`src/rtl/tlb_pkg.sv`:
```
package tlb_pkg;

  // Access kinds presented on a lookup
  typedef enum logic [1:0] {
    ACC_RD   = 2'd0,
    ACC_WR   = 2'd1,
    ACC_EX   = 2'd2,
    ACC_RSVD = 2'd3
  } acc_e;

  // Rights word: bit0 read, bit1 write, bit2 execute
  typedef struct packed {
    logic ex;
    logic wr;
    logic rd;
  } rights_t;

  function automatic logic rights_allow(input rights_t r, input logic [1:0] acc);
    case (acc_e'(acc))
      ACC_WR:  return r.wr;
      ACC_EX:  return r.ex;
      default: return r.rd;
    endcase
  endfunction

endpackage

```
`src/rtl/tlb_store.sv`:
```
module tlb_store
  import tlb_pkg::*;
#(
  parameter int N     = 16,
  parameter int VPN_W = 20,
  parameter int PPN_W = 20
) (
  input  logic             clk,
  input  logic             rst,
  input  logic             clr_all,
  input  logic             wr_en,
  input  logic [$clog2(N)-1:0] wr_idx,
  input  logic [VPN_W-1:0] wr_vpn,
  input  logic [PPN_W-1:0] wr_ppn,
  input  rights_t          wr_rights,
  input  logic [VPN_W-1:0] lk_vpn,
  input  logic [VPN_W-1:0] fl_vpn,
  output logic [N-1:0]     valid_vec,
  output logic [N-1:0]     lk_match,
  output logic [N-1:0]     fl_match,
  output logic [PPN_W-1:0] lk_ppn,
  output rights_t          lk_rights
);

  logic [VPN_W-1:0] tag_q    [N];
  logic [PPN_W-1:0] ppn_q    [N];
  rights_t          rights_q [N];
  logic [N-1:0]     vld_q;

  always_ff @(posedge clk) begin
    if (rst || clr_all) begin
      vld_q <= '0;
    end else if (wr_en) begin
      vld_q[wr_idx] <= 1'b1;
    end
  end

  // Payload needs no reset; it is qualified by the valid bits
  always_ff @(posedge clk) begin
    if (wr_en && !clr_all) begin
      tag_q[wr_idx]    <= wr_vpn;
      ppn_q[wr_idx]    <= wr_ppn;
      rights_q[wr_idx] <= wr_rights;
    end
  end

  for (genvar g = 0; g < N; g++) begin : g_cmp
    assign lk_match[g] = vld_q[g] && (tag_q[g] == lk_vpn);
    assign fl_match[g] = vld_q[g] && (tag_q[g] == fl_vpn);
  end

  // One-hot read mux; at most one entry can match
  always_comb begin
    lk_ppn    = '0;
    lk_rights = '0;
    for (int i = 0; i < N; i++) begin
      if (lk_match[i]) begin
        lk_ppn    = lk_ppn | ppn_q[i];
        lk_rights = lk_rights | rights_q[i];
      end
    end
  end

  assign valid_vec = vld_q;

endmodule

```
`src/rtl/tlb_lru.sv`:
```
module tlb_lru #(
  parameter int N = 16
) (
  input  logic                 clk,
  input  logic                 rst,
  input  logic                 touch_en,
  input  logic [$clog2(N)-1:0] touch_idx,
  input  logic [N-1:0]         valid_vec,
  output logic [$clog2(N)-1:0] victim_idx,
  output logic [N-1:0]         oldest_vec
);

  localparam int IW = $clog2(N);

  // Ages always form a permutation of 0..N-1; 0 is the youngest
  logic [IW-1:0] age_q [N];

  always_ff @(posedge clk) begin
    if (rst) begin
      for (int i = 0; i < N; i++) age_q[i] <= IW'(i);
    end else if (touch_en) begin
      for (int i = 0; i < N; i++) begin
        if (IW'(i) == touch_idx) begin
          age_q[i] <= '0;
        end else if (age_q[i] < age_q[touch_idx]) begin
          age_q[i] <= age_q[i] + 1'b1;
        end
      end
    end
  end

  for (genvar g = 0; g < N; g++) begin : g_old
    assign oldest_vec[g] = (age_q[g] == IW'(N - 1));
  end

  logic [IW-1:0] vic_empty, vic_old;
  logic          any_empty;

  always_comb begin
    vic_empty = '0;
    any_empty = 1'b0;
    for (int i = N - 1; i >= 0; i--) begin
      if (!valid_vec[i]) begin
        vic_empty = IW'(i);
        any_empty = 1'b1;
      end
    end
    vic_old = '0;
    for (int i = 0; i < N; i++) begin
      if (oldest_vec[i]) vic_old = IW'(i);
    end
  end

  assign victim_idx = any_empty ? vic_empty : vic_old;

endmodule

```
`src/rtl/tlb_fa.sv`:
```
module tlb_fa
  import tlb_pkg::*;
#(
  parameter int N     = 16,
  parameter int VPN_W = 20,
  parameter int PPN_W = 20,
  parameter int OFF_W = 12
) (
  input  logic                   clk,
  input  logic                   rst,
  input  logic                   flush,
  input  logic                   lk_valid,
  input  logic [VPN_W+OFF_W-1:0] lk_vaddr,
  input  logic [1:0]             lk_acc,
  input  logic                   fill_valid,
  input  logic [VPN_W-1:0]       fill_vpn,
  input  logic [PPN_W-1:0]       fill_ppn,
  input  logic [2:0]             fill_perm,
  output logic                   rsp_valid,
  output logic                   rsp_hit,
  output logic                   rsp_fault,
  output logic [PPN_W+OFF_W-1:0] rsp_paddr
);

  localparam int IW   = $clog2(N);
  localparam int PA_W = PPN_W + OFF_W;

  logic [VPN_W-1:0] lk_vpn;
  logic [OFF_W-1:0] lk_off;
  assign lk_vpn = lk_vaddr[VPN_W+OFF_W-1:OFF_W];
  assign lk_off = lk_vaddr[OFF_W-1:0];

  logic [N-1:0]     valid_vec, lk_match, fl_match, oldest_vec;
  logic [PPN_W-1:0] hit_ppn;
  rights_t          hit_rights;
  logic [IW-1:0]    victim_idx, fill_idx, lk_idx, fl_idx, touch_idx;
  logic             wr_en, touch_en, lk_any, fl_any, allowed;

  // Index encoders for the (at most one-hot) match vectors
  always_comb begin
    lk_idx = '0;
    fl_idx = '0;
    for (int i = 0; i < N; i++) begin
      if (lk_match[i]) lk_idx = IW'(i);
      if (fl_match[i]) fl_idx = IW'(i);
    end
  end

  assign lk_any   = |lk_match;
  assign fl_any   = |fl_match;
  assign fill_idx = fl_any ? fl_idx : victim_idx;
  assign wr_en    = fill_valid && !flush;
  assign allowed  = rights_allow(hit_rights, lk_acc);

  // A fill takes the recency update over a simultaneous lookup hit
  assign touch_en  = wr_en || (lk_valid && lk_any);
  assign touch_idx = wr_en ? fill_idx : lk_idx;

  tlb_store #(.N(N), .VPN_W(VPN_W), .PPN_W(PPN_W)) u_store (
    .clk       (clk),
    .rst       (rst),
    .clr_all   (flush),
    .wr_en     (wr_en),
    .wr_idx    (fill_idx),
    .wr_vpn    (fill_vpn),
    .wr_ppn    (fill_ppn),
    .wr_rights (rights_t'(fill_perm)),
    .lk_vpn    (lk_vpn),
    .fl_vpn    (fill_vpn),
    .valid_vec (valid_vec),
    .lk_match  (lk_match),
    .fl_match  (fl_match),
    .lk_ppn    (hit_ppn),
    .lk_rights (hit_rights)
  );

  tlb_lru #(.N(N)) u_lru (
    .clk        (clk),
    .rst        (rst),
    .touch_en   (touch_en),
    .touch_idx  (touch_idx),
    .valid_vec  (valid_vec),
    .victim_idx (victim_idx),
    .oldest_vec (oldest_vec)
  );

  always_ff @(posedge clk) begin
    if (rst) begin
      rsp_valid <= 1'b0;
      rsp_hit   <= 1'b0;
      rsp_fault <= 1'b0;
      rsp_paddr <= '0;
    end else begin
      rsp_valid <= lk_valid;
      rsp_hit   <= lk_valid && lk_any && allowed;
      rsp_fault <= lk_valid && lk_any && !allowed;
      rsp_paddr <= (lk_valid && lk_any && allowed) ? {hit_ppn, lk_off} : PA_W'(0);
    end
  end

endmodule

```
`config.mk`:
```
export PLATFORM = sky130hd
export DESIGN_NAME = tlb_fa
export DESIGN_NICKNAME = d
export VERILOG_FILES = /design/src/rtl/tlb_pkg.sv /design/src/rtl/tlb_store.sv /design/src/rtl/tlb_lru.sv /design/src/rtl/tlb_fa.sv
export SDC_FILE = /design/constraint.sdc
export NUM_CORES = 1
export LEC_CHECK = 0
export ABC_CLOCK_PERIOD_IN_PS = 7900
export CORE_ASPECT_RATIO = 0.75
export CORE_MARGIN = 3
export CORE_UTILIZATION = 35
export CTS_BUF_LIST = sky130_fd_sc_hd__clkbuf_8 sky130_fd_sc_hd__clkbuf_16
export DETAILED_ROUTE_END_ITERATION = 16
export GPL_ROUTABILITY_DRIVEN = 0
export SYNTH_ARGS = -nofsm -noshare
export SYNTH_HDL_FRONTEND = slang
export SYNTH_SLANG_ARGS = --single-unit
```
`constraint.sdc`:
```
create_clock -name clk -period 7.9 [get_ports clk]
set_input_delay 0.79 -clock clk [delete_from_list [all_inputs] [get_ports clk]]
set_output_delay 0.79 -clock clk [all_outputs]
set_load 0.02 [all_outputs]
```
==> flow_metrics.tcl, run 1 <==
set metrics [dict create \
    outcome "finished, final reports clean" \
    cts_hold_buf 0 \
    syn-mean-instance-area_um2 13.33 \
    antenna_found_initial 8 \
    fin_skew_ns 0.03603 \
    dieHeight_um 298.5 \
    seq_area_frac_synth_pct 59.12 \
    synthDistinctLibCells 103 \
    finalSetupViolCount 0 \
    drcViolationCount 0 \
    rows 106 \
    hold_class "in -> reg" \
    crit_chain "buf_2 -> xnor2_1 -> nand4_1 -> nor4_1 -> nand4_1 -> and2_1 -> nor2b_1 -> and2_1 -> o21ai_2 -> mux2_2 -> o211ai_1 -> o21ai_0 -> o21ai_1 -> buf_4 -> ha_1 -> a211oi_1 -> o21ai_0 -> o211ai_1" \
    max_freq_ghz 0.1480 \
    wl_met1_um 57420 \
    max_slew_margin_pct 10.12 \
    layout_commonest_cell "edfxtp_1" \
    hold_viol_final 0 \
    num_vias 28310 \
    grt_pass1_vias 26910 \
    required_ns 8.21 \
    wire_per_inst_um 28.34 \
    top_layer "met5" \
    start_util_pct 35.54 \
    root_buffer "clkbuf_16" \
    power.density_nw_per_um2 215.5 \
    yosys_warnings 0 \
    dpl.hpwl_um 88420 \
    crit_fanout 20 \
    critPathSlowestCell "o21ai_2" \
    syn_nets 3143 \
    power_leakage_nw 14.49 \
    viasPerCell 5.931 \
    grt-ovfl-total 0 \
    netlist_area_um2 39920 \
    drv_slew 0 \
    cts_resized 0 \
    crit_type "in -> reg" \
    critPathCaptureType "register" \
    worst-path-buf-inv 2 \
    irDropWorstVdd_v 0.0001592 \
    grt_usage_pct 22.35 \
    htree_num_levels 3 \
    num_io_pins 117 \
    drive_gt1_share_pct 12.22 \
    core_area_um2 112300 \
    maxCapViolations 0 \
    areaGrowthSynthToFinish_pct 15.96 \
    final_cell_mix "752 x edfxtp_1, 448 x xnor2_1, 221 x xor2_1" \
    holdWs_ns 0.5026 \
    tightest_slew_ns 1.347 \
    rsz0062_at_grt "false" \
    start_kind "input pin" \
    cts.clk_slew.worst_paths_ns 0.07 \
    min_period_over_period_pct 85.56 \
    cp_top_family "compound AO/OA/AOI/OAI gates" \
    grt_pass1_wl_um 193900 \
    antenna_left 0 \
    route.met3.wl_um 15440 \
    cts.sinks 803 \
    cts_made_buffers 83 \
    cts_tree "done" \
    dr.pass1.iters 6 \
    post-cts-setup-buffers 0 \
    die_w_um 396.0 \
    slowest_delay_ns 1.02 \
    finalSetupTns_ns 0 \
    design.die.area_um2 118200 \
    synth_edf_count 752 \
    syn_inst 2995 \
    dr_wl_met2_um 58090 \
    routed_wirelength_um 135300 \
    nets 3340 \
    clock_path_buffers 3 \
    port_buffers 116 \
    clock_latency_ns 0.69 \
    drtIter0Drc 3590 \
    synth-seq-cells 803 \
    worst_ep_arrival_time_ns 7.07 \
    synthArstFlopShare_pct 0 \
    synth-main-ff-cell "edfxtp_1" \
    period_minus_slack_ns 6.759 \
    grt_max_degree 45 \
]
[through the flow]
stage | std cells | worst slack [ns] | instance area, µm² | power (mW) | util (%)
floorplan | 2995 | 1.592 | 39920 | 5.374 | -
global placement | 4619 | 0.8081 | 43320 | 5.719 | 38.56
detailed placement | 4619 | 0.6912 | 43320 | 5.723 | 38.56
CTS | 4768 | 1.411 | 46290 | 10.02 | 41.20
global route | 4770 | 0.9094 | 46290 | 10.29 | 41.21
finish | 4773 | 1.141 | 46300 | 9.977 | 41.21
[final timing paths]
path | cells after the start | slack, ns | end | startpoint
worst max-delay path | 18 | 1.14 | u_lru.age_q[8][1] | fill_vpn[17]
worst min-delay path | 1 | 0.50 | u_store.tag_q[5][12] | fill_vpn[12]
worst max register to register | 17 | 1.15 | u_lru.age_q[8][1] | u_store.tag_q[10][10]
worst min register to register | 2 | 0.55 | rsp_paddr[14] | u_store.ppn_q[7][2]
[report_power, final]
group	switching [mW]	internal [mW]
sequential	0.0526	4.70
combinational	0.587	0.324
clock	1.73	2.59
[cells by family (layout without fill, tap and decap cells)]
family / after synthesis / in the layout / share of synthesized area (%)
AND/OR/NAND/NOR: 790 / 790 / 11.66
buffers and inverters: 190 / 451 / 2.799
flip-flops: 803 / 803 / 59.12
adder cells (fa/ha/maj): 66 / 66 / 2.068
XOR/XNOR: 670 / 670 / 14.72
multiplexers: 25 / 25 / 0.6832
other: 0 / 5 / 0
AO/OA/AOI/OAI: 451 / 451 / 8.960
[sequential cells by signal, summed over array words and instances, names as in the netlist]
register / cells
rsp_hit: 1
u_store.rights_q: 48
rsp_fault: 1
rsp_valid: 1
u_lru.age_q: 64
u_store.tag_q: 320
rsp_paddr: 32
u_store.ppn_q: 320
u_store.valid_vec: 16
[synth_stat cells, types with 56 or more instances]
master / number / area share, %
edfxtp_1: 752 / 57
a221oi_1: 92 / 2.0
nand3_1: 99 / 1.2
xnor2_1: 448 / 9.8
nor2_1: 61 / 0.57
clkbuf_1: 56 / 0.53
nand2_1: 112 / 1.1
xor2_1: 221 / 4.8
nand4_1: 190 / 3.0
ha_1: 66 / 2.1
a22o_1: 90 / 2.0
nor4_1: 100 / 1.6
[worst reg2reg max path, stage by stage (launching register included)]
cell	delay (ns)
edfxtp_1	0.42
xnor2_1	0.36
nand4_1	0.14
nor4_1	0.55
nand4_1	0.44
and2_1	0.33
nor2b_1	0.20
and2_1	0.25
o21ai_2	1.02
mux2_2	0.44
o211ai_1	0.16
o21ai_0	0.11
o21ai_1	0.46
buf_4	0.27
ha_1	0.25
a211oi_1	0.23
o21ai_0	0.26
o211ai_1	0.50
[final cells by class]
cell class | count | area [µm²]
Multi-Input combinational cell | 2002 | 15370
Fill cell | 10280 | 66040
Antenna cell | 5 | 12.51
Clock inverter | 58 | 737.0
Tap cell | 1512 | 1892
Sequential cell | 803 | 23600
Timing Repair Buffer | 263 | 2302
Inverter | 39 | 146.4
Clock buffer | 91 | 2232
[layer usage]
metal  track usage [%]  up-vias
met1             32.43    14160
met5                 0        -
met3             5.350      284
met2             32.94     1840
li1                  -    12030
met4             6.843        2
(Power assumes the default switching activity.)
==> inputs of run 2 (changes only) <==
--- a/config.mk
+++ b/config.mk
@@ -6,7 +6,6 @@
 export NUM_CORES = 1
 export LEC_CHECK = 0
 export ABC_CLOCK_PERIOD_IN_PS = 7900
-export CORE_ASPECT_RATIO = 0.75
 export CORE_MARGIN = 3
 export CORE_UTILIZATION = 35
 export CTS_BUF_LIST = sky130_fd_sc_hd__clkbuf_8 sky130_fd_sc_hd__clkbuf_16
==> flow_metrics.tcl, run 2 (synthesis results as in run 1) <==
set metrics [dict create \
    rows 123 \
    nFillCells 10350 \
    antenna_left 0 \
    r2r_slack_ns 1.49 \
    cts_hold_buf 0 \
    clock_path_buffers 3 \
    hold_class "in -> reg" \
    regToRegEndpoint "u_lru.age_q[10][1]" \
    min-delay-start "fill_vpn[5]" \
    postPlaceCellArea_um2 43280 \
    whs_endpoint "u_store.tag_q[2][5]" \
    drtIter0Drc 3088 \
    finalSetupTns_ns 0 \
    fin_skew_ns 0.03787 \
    power.density_nw_per_um2 212.1 \
    num_vias 27730 \
    dpl.hpwl_um 85970 \
    post-cts-setup-buffers 0 \
    worst_ep_arrival_time_ns 7.14 \
    nets 3333 \
    hold_viol_final 0 \
    cts.sinks 803 \
    design_area_um2 46220 \
    dpl_worst_slack_ns 0.5682 \
    period_minus_slack_ns 6.858 \
    drive_gt1_share_pct 11.75 \
    grt_pass1_wl_um 189500 \
    cts_resized 0 \
    dieHeight_um 343.7 \
    worst-r2r-cell-count 19 \
    cts_tree "done" \
    dr.pass1.iters 6 \
    design.die.area_um2 118200 \
    crit_fanout 23 \
    grt_pass1_vias 27250 \
    required_ns 8.18 \
    final_util_pct 40.97 \
    antenna_found_initial 7 \
    max_slew_margin_pct 16.84 \
    critPathCaptureType "register" \
    port_buffers 116 \
    num_io_pins 117 \
    viasPerCell 5.820 \
    max_freq_ghz 0.1458 \
    maxCapViolations 0 \
    layout_commonest_cell "edfxtp_1" \
    cts.clk_slew.worst_paths_ns 0.06 \
    start_kind "input pin" \
    min_period_over_period_pct 86.82 \
    core_area_um2 112800 \
    reg2reg_from "u_store.tag_q[1][4]" \
    start_util_pct 35.39 \
    tightest_slew_ns 1.234 \
    crit_type "in -> reg" \
    cts_made_buffers 88 \
    die_w_um 343.7 \
    grt_max_degree 45 \
    rsz0062_at_grt "false" \
    areaGrowthSynthToFinish_pct 15.76 \
    outcome "finished, final reports clean" \
    routed_wirelength_um 131600 \
    irDropWorstVdd_v 0.0001230 \
    grt_usage_pct 21.85 \
    grt-ovfl-total 0 \
    min_path_cells 1 \
    final_cell_mix "752 x edfxtp_1, 448 x xnor2_1, 221 x xor2_1" \
    power_mw 9.801 \
    drcViolationCount 0 \
    postLayoutSetupSlackWorst_ns 1.042 \
    drv_slew 0 \
    power_leakage_nw 14.43 \
    clock_latency_ns 0.67 \
    wire_per_inst_um 27.63 \
    htree_num_levels 3 \
    finalSetupViolCount 0 \
    largestRegisters "u_store.ppn_q (320), u_store.tag_q (320), u_lru.age_q (64)" \
    root_buffer "clkbuf_16" \
]
run 2: changes by cell type in the layout (fill, tap and decap cells not counted), sizes merged, moves of 6 or more:
cell and change:
buf -16, inv +9, clkinv +6, bufinv -8
run 2: worst max path at each step:
stage                 startpoint                  to  slack, ns
floorplan            fill_vpn[0]  u_lru.age_q[13][0]       1.59
global placement    lk_vaddr[16]   u_lru.age_q[4][1]       0.68
detailed placement  lk_vaddr[16]   u_lru.age_q[4][1]       0.57
CTS                 lk_vaddr[16]   u_lru.age_q[4][2]       1.27
global route        lk_vaddr[16]   u_lru.age_q[8][3]       0.81
finish              lk_vaddr[21]   u_lru.age_q[4][2]       1.04
run 2: final cells by class:
class                           count  area (µm²)  share of cell area [%]
Timing Repair Buffer              251        2282                   4.938
Clock inverter                     69       614.3                   1.329
Antenna cell                        5       12.51                 0.02707
Tap cell                         1500        1877                   4.061
Sequential cell                   803       23600                   51.07
Multi-Input combinational cell   2002       15370                   33.26
Inverter                           39       146.4                  0.3167
Clock buffer                       95        2310                   4.998
run 2: power by group:
part	total [mW]	leakage (nW)	switching (mW)	internal [mW]
Sequential	4.75	7.22	0.0514	4.70
Combinational	0.887	5.72	0.567	0.320
Clock	4.17	1.49	1.75	2.41
Total	9.80	14.4	2.37	7.43
run 2: through the flow:
stage,instances,hold slack (ns)
after detailed placement,4595,0.5746
after global routing,4764,0.4531
after global placement,4595,0.5573
after floorplan,2995,0.5183
after CTS,4759,0.4324
final,4764,0.4730
run 2: per-layer routing:
layer	global-route usage, %	vias to the layer above	part of all wire, %
met4	9.068	4	4.0
met1	29.30	14000	41
met3	3.656	299	8.0
met2	35.14	1403	47
li1	-	12020	-
met5	0	-	0.020
run 2: worst max-delay path, stage by stage:
cell and delay, ns:
clkdlybuf4s50_1 1.18, xor2_1 0.23, nor4_1 0.33, nand4_1 0.11, a2111oi_0 0.91, o311ai_1 0.23
buf_4 0.20, a221oi_1 0.53, nor2_1 0.13, nor3_2 0.22, buf_4 0.28, nor2_1 0.10
a31oi_1 0.15, o22a_1 0.14, o21ai_1 0.07, buf_4 0.24, ha_1 0.31, a21oi_1 0.16
nand2_1 0.07, a21oi_1 0.17, inv_1 0.10, o21ai_0 0.47
